**config.mk**
```make
export PLATFORM = sky130hd
export DESIGN_NAME = ledsr_driver
export DESIGN_NICKNAME = d
export VERILOG_FILES = /design/src/rtl/ledsr_pkg.sv /design/src/rtl/ledsr_shift_chain.sv /design/src/rtl/ledsr_hold_store.sv /design/src/rtl/ledsr_cascade_tap.sv /design/src/rtl/ledsr_driver.sv
export SDC_FILE = /design/constraint.sdc
export NUM_CORES = 1
export LEC_CHECK = 0
export BUFFER_PORTS_ARGS = -buffer_cell sky130_fd_sc_hd__buf_2
export CAP_MARGIN = 20
export CORE_UTILIZATION = 45
export DETAILED_ROUTE_END_ITERATION = 12
export PLACE_DENSITY = 0.71
export SLEW_MARGIN = 20
export SYNTH_ARGS = -nofsm -noshare
export SYNTH_HDL_FRONTEND = slang
export SYNTH_HIERARCHICAL = 1
export SYNTH_SLANG_ARGS = --single-unit
```
**constraint.sdc**
```tcl
create_clock -name clk -period 0.8 [get_ports clk]
set_input_delay 0.16 -clock clk [delete_from_list [all_inputs] [get_ports clk]]
set_output_delay 0.16 -clock clk [all_outputs]
set_load 0.02 [all_outputs]
```
**src/rtl/ledsr_pkg.sv**
```systemverilog
package ledsr_pkg;

  // Default length of the shift chain and of the storage stage
  parameter int unsigned LEDSR_DEF_STAGES = 8;

  // State of one sink line
  typedef enum logic {
    LINE_RELEASED = 1'b0,
    LINE_SINK     = 1'b1
  } line_drive_e;

endpackage

```
**src/rtl/ledsr_shift_chain.sv**
```systemverilog
module ledsr_shift_chain #(
  parameter int unsigned STAGES = 8
) (
  input  logic              clk,
  input  logic              rst,
  input  logic              ser_in,
  output logic [STAGES-1:0] stage_o
);

  logic [STAGES-1:0] stage_q;

  // One flop per stage. Stage 0 is fed from the serial input and each
  // later stage is fed from its lower neighbour.
  for (genvar g = 0; g < STAGES; g++) begin : g_stage
    if (g == 0) begin : g_head
      always_ff @(posedge clk) begin
        if (rst) stage_q[g] <= 1'b0;
        else     stage_q[g] <= ser_in;
      end
    end else begin : g_body
      always_ff @(posedge clk) begin
        if (rst) stage_q[g] <= 1'b0;
        else     stage_q[g] <= stage_q[g-1];
      end
    end
  end

  assign stage_o = stage_q;

endmodule

```
**src/rtl/ledsr_hold_store.sv**
```systemverilog
module ledsr_hold_store
  import ledsr_pkg::*;
#(
  parameter int unsigned STAGES = 8
) (
  input  logic              clk,
  input  logic              rst,
  input  logic              strobe,
  input  logic              out_en,
  input  logic [STAGES-1:0] stage_i,
  output logic [STAGES-1:0] store_o,
  output logic [STAGES-1:0] sink_o
);

  logic [STAGES-1:0] store_q;
  logic [STAGES-1:0] sink_q;

  for (genvar g = 0; g < STAGES; g++) begin : g_bit
    logic store_nxt;
    line_drive_e drive_nxt;

    // The stored bit follows its stage on strobe edges and holds otherwise.
    assign store_nxt = strobe ? stage_i[g] : store_q[g];
    assign drive_nxt = (out_en && store_nxt) ? LINE_SINK : LINE_RELEASED;

    always_ff @(posedge clk) begin
      if (rst) begin
        store_q[g] <= 1'b0;
        sink_q[g]  <= 1'b0;
      end else begin
        store_q[g] <= store_nxt;
        sink_q[g]  <= drive_nxt;
      end
    end
  end

  assign store_o = store_q;
  assign sink_o  = sink_q;

endmodule

```
**src/rtl/ledsr_cascade_tap.sv**
```systemverilog
module ledsr_cascade_tap (
  input  logic clk,
  input  logic rst,
  input  logic tail_i,
  output logic slow_o
);

  logic slow_q;

  // Re-times the chain tail to the falling edge to add half a period of hold.
  always_ff @(negedge clk) begin
    if (rst) slow_q <= 1'b0;
    else     slow_q <= tail_i;
  end

  assign slow_o = slow_q;

endmodule

```
**src/rtl/ledsr_driver.sv**
```systemverilog
module ledsr_driver
  import ledsr_pkg::*;
#(
  parameter int unsigned STAGES = LEDSR_DEF_STAGES
) (
  input  logic              clk,
  input  logic              rst,
  input  logic              ser_in,
  input  logic              strobe,
  input  logic              out_en,
  output logic [STAGES-1:0] sink_en,
  output logic              tail_fast,
  output logic              tail_slow
);

  localparam int unsigned LAST = STAGES - 1;

  logic [STAGES-1:0] stage_q;
  logic [STAGES-1:0] store_q;

  ledsr_shift_chain #(
    .STAGES (STAGES)
  ) u_chain (
    .clk     (clk),
    .rst     (rst),
    .ser_in  (ser_in),
    .stage_o (stage_q)
  );

  ledsr_hold_store #(
    .STAGES (STAGES)
  ) u_store (
    .clk     (clk),
    .rst     (rst),
    .strobe  (strobe),
    .out_en  (out_en),
    .stage_i (stage_q),
    .store_o (store_q),
    .sink_o  (sink_en)
  );

  assign tail_fast = stage_q[LAST];

  ledsr_cascade_tap u_tap (
    .clk    (clk),
    .rst    (rst),
    .tail_i (stage_q[LAST]),
    .slow_o (tail_slow)
  );

endmodule

```
==> impl_metrics.yaml <==
run_status:
  status: "complete, but fails checks"
  violations: "setup timing"
die:
  rows: 14
  fp.dieH_um: 42.9
  ios: 15
  die_w_um: 42.9
  start_util_pct: 48.8
  core-area_um2: 1540
  dieArea_um2: 1840
synthesis:
  synth_xor_area_share_pct: 0
  ys_seq_elements: 25
  syn_avg_cell_area_um2: 11.9
  synth_mux_area_share_pct: 10.6
  synth_top_family_by_area: "simple AND/OR/NAND/NOR gates"
  netlist_instances: 63
  synth_area_um2: 752
  synth_fa_ha_area_share_pct: 0
  ys_types: 9
  synth_compound_area_share_pct: 0
  ys_seq_area_share_pct: 66.6
  ys_warn_count: 6
  mappedNetlistNets: 68
  synth-simple-area-share_pct: 18.3
power_and_ir_drop:
  p_leak_nw: 0.424
  peakVddDrop_v: 0.00112
  powerDensity_nw_per_um2: 2000
  total_power_mw: 1.91
clocking:
  clock-sinks: 25
  cts_made_buffers: 3
  cts_buffer_depth: 2
  ctsHoldBuffers: 0
  path_clk_slew_ns: 0.12
  cts_tree: "done"
  clock_latency_ns: 0.36
  cts_root_buf: "clkbuf_4"
  cts_max_level: 1
worst_setup_path:
  crit_family: "flip-flops"
  cpPeakStageDelay_ns: 0.31
  path_max_fanout: 1
  crit_type: "flop to primary output"
  cp.required_ns: 0.64
  cp_slowest_cell: "dfxtp_2"
  start_kind: "flop"
  crit_buf_inv: 1
  cp_cell_sequence: "buf_6"
  endpoint_kind: "primary output"
  critPathArrivalTime_ns: 1.19
sta:
  worst_pin_slew_ns: 0.261
  slew_violations: 0
  fin_ws_ns: -0.548
  setup_violations: 13
  clock_skew_ns: 0.0629
  timing.final.hold_violations: 0
  rsz0062_at_grt: "true"
  setup_tns_ns: -2.02
  maxSlewHeadroom_pct: 82.6
finish:
  fin_nets: 88
  utilization_pct: 62.1
  drive_above_1_share_pct: 42.7
  syn_to_final_growth_pct: 27.3
  n_antenna_cell: 0
worst_hold_path:
  hold_class: "input port to flop"
place:
  pre_cts_slack_ns: -0.192
  port_buffers: 14
  place_congestion: 0.621
  dpl.hpwl_um: 691
route:
  totalWireLength_um: 1030
  drt_iter0_markers: 3
  drc: 0
  vias_per_cell: 4.59
  detailedRoute.firstPassIterationCount: 3
  via_count: 450
  avgRoutedWirePerCell_um: 10.5
  ant_nets: 0
grt:
  grt_pass1_vias: 416
  grt_pass1_wl_um: 1780
  overflow: 0
  antenna_found_initial: 0
  grtUsageTotal_pct: 13.0
  grt_max_degree: 16
flow_run:
  drv_cap: 0
==> kinds of logic (layout without fill, tap and decap cells) <==
kind of cell,after synthesis,count (layout)
AND/OR/NAND/NOR,26,26
multiplexers,8,8
flip-flops,25,25
buffers and inverters,4,23
==> metrics by stage <==
stage / instances / instance area [um^2] / hold WS, ns
floorplan: 63 / 753 / 0.224
global route: 98 / 957 / 0.0584
finish: 98 / 957 / 0.0611
detailed placement: 93 / 836 / 0.381
CTS: 98 / 950 / 0.0516
global placement: 93 / 836 / 0.368
==> per-layer routing <==
metal  vias up  global-route usage (%)  wire (um)
li1        231                       -          -
met1       207                    17.6        478
met2        10                    20.0        517
met3         2                    2.55         29
met4         0                    5.63          6
met5         -                       0          0
==> path summary, 6_finish.rpt <==
kind	startpoint	endpoint	slack (ns)	cells after the start
worst max-delay path	u_tap/slow_o	tail_slow	-0.55	1
worst max register to register	u_chain/stage_o[7]	u_tap/slow_o	-0.10	1
worst min-delay path	ser_in	u_chain/stage_o[0]	0.06	2
worst min register to register	u_chain/stage_o[4]	u_chain/stage_o[5]	0.48	1
==> final cells by class <==
class	count	area (um^2)
Clock buffer	3	22.5
Sequential cell	25	513
Multi-Input combinational cell	34	221
Tap cell	16	20.0
Fill cell	146	584
Timing Repair Buffer	18	170
Clock inverter	2	10.0
==> cell usage after synthesis <==
| master | number | area share [%] |
|---|---|---|
| buf_4 | 1 | 1.0 |
| inv_1 | 1 | 0.50 |
| nor2_1 | 16 | 8.0 |
| nor2b_1 | 8 | 6.7 |
| dfxtp_1 | 25 | 67 |
| mux2i_1 | 8 | 11 |
| nor2b_4 | 1 | 1.8 |
| nand2b_4 | 1 | 1.8 |
| buf_6 | 2 | 3.0 |
==> layout by cell type, fill, tap and decap left out, drive strengths merged <==
cell | netlist | routed
buf | 3 | 18
clkbuf | 0 | 3
dfxtp | 25 | 25
inv | 1 | 2
mux2i | 8 | 8
nand2b | 1 | 1
nor2 | 16 | 16
nor2b | 9 | 9
==> timing repair <==
action,in CTS,in global routing
setup endpoints to repair,11,13
resized for setup,30,2
cloned,0,0
setup buffers,1,0
pin swaps,0,1
==> where the power goes <==
group / total [mW] / switching [mW] / internal [mW] / leakage, nW
logic: 0.0877 / 0.0476 / 0.0401 / 0.193
registers: 1.27 / 0.00578 / 1.26 / 0.207
clock network: 0.557 / 0.357 / 0.200 / 0.0236
total: 1.91 / 0.410 / 1.50 / 0.424
==> flip-flops by register name, summed over array words and instances (netlist names) <==
signal / cells
u_tap/slow_o: 1
u_store/store_o: 8
u_store/sink_o: 8
u_chain/stage_o: 8
(Power assumes the default switching activity.)
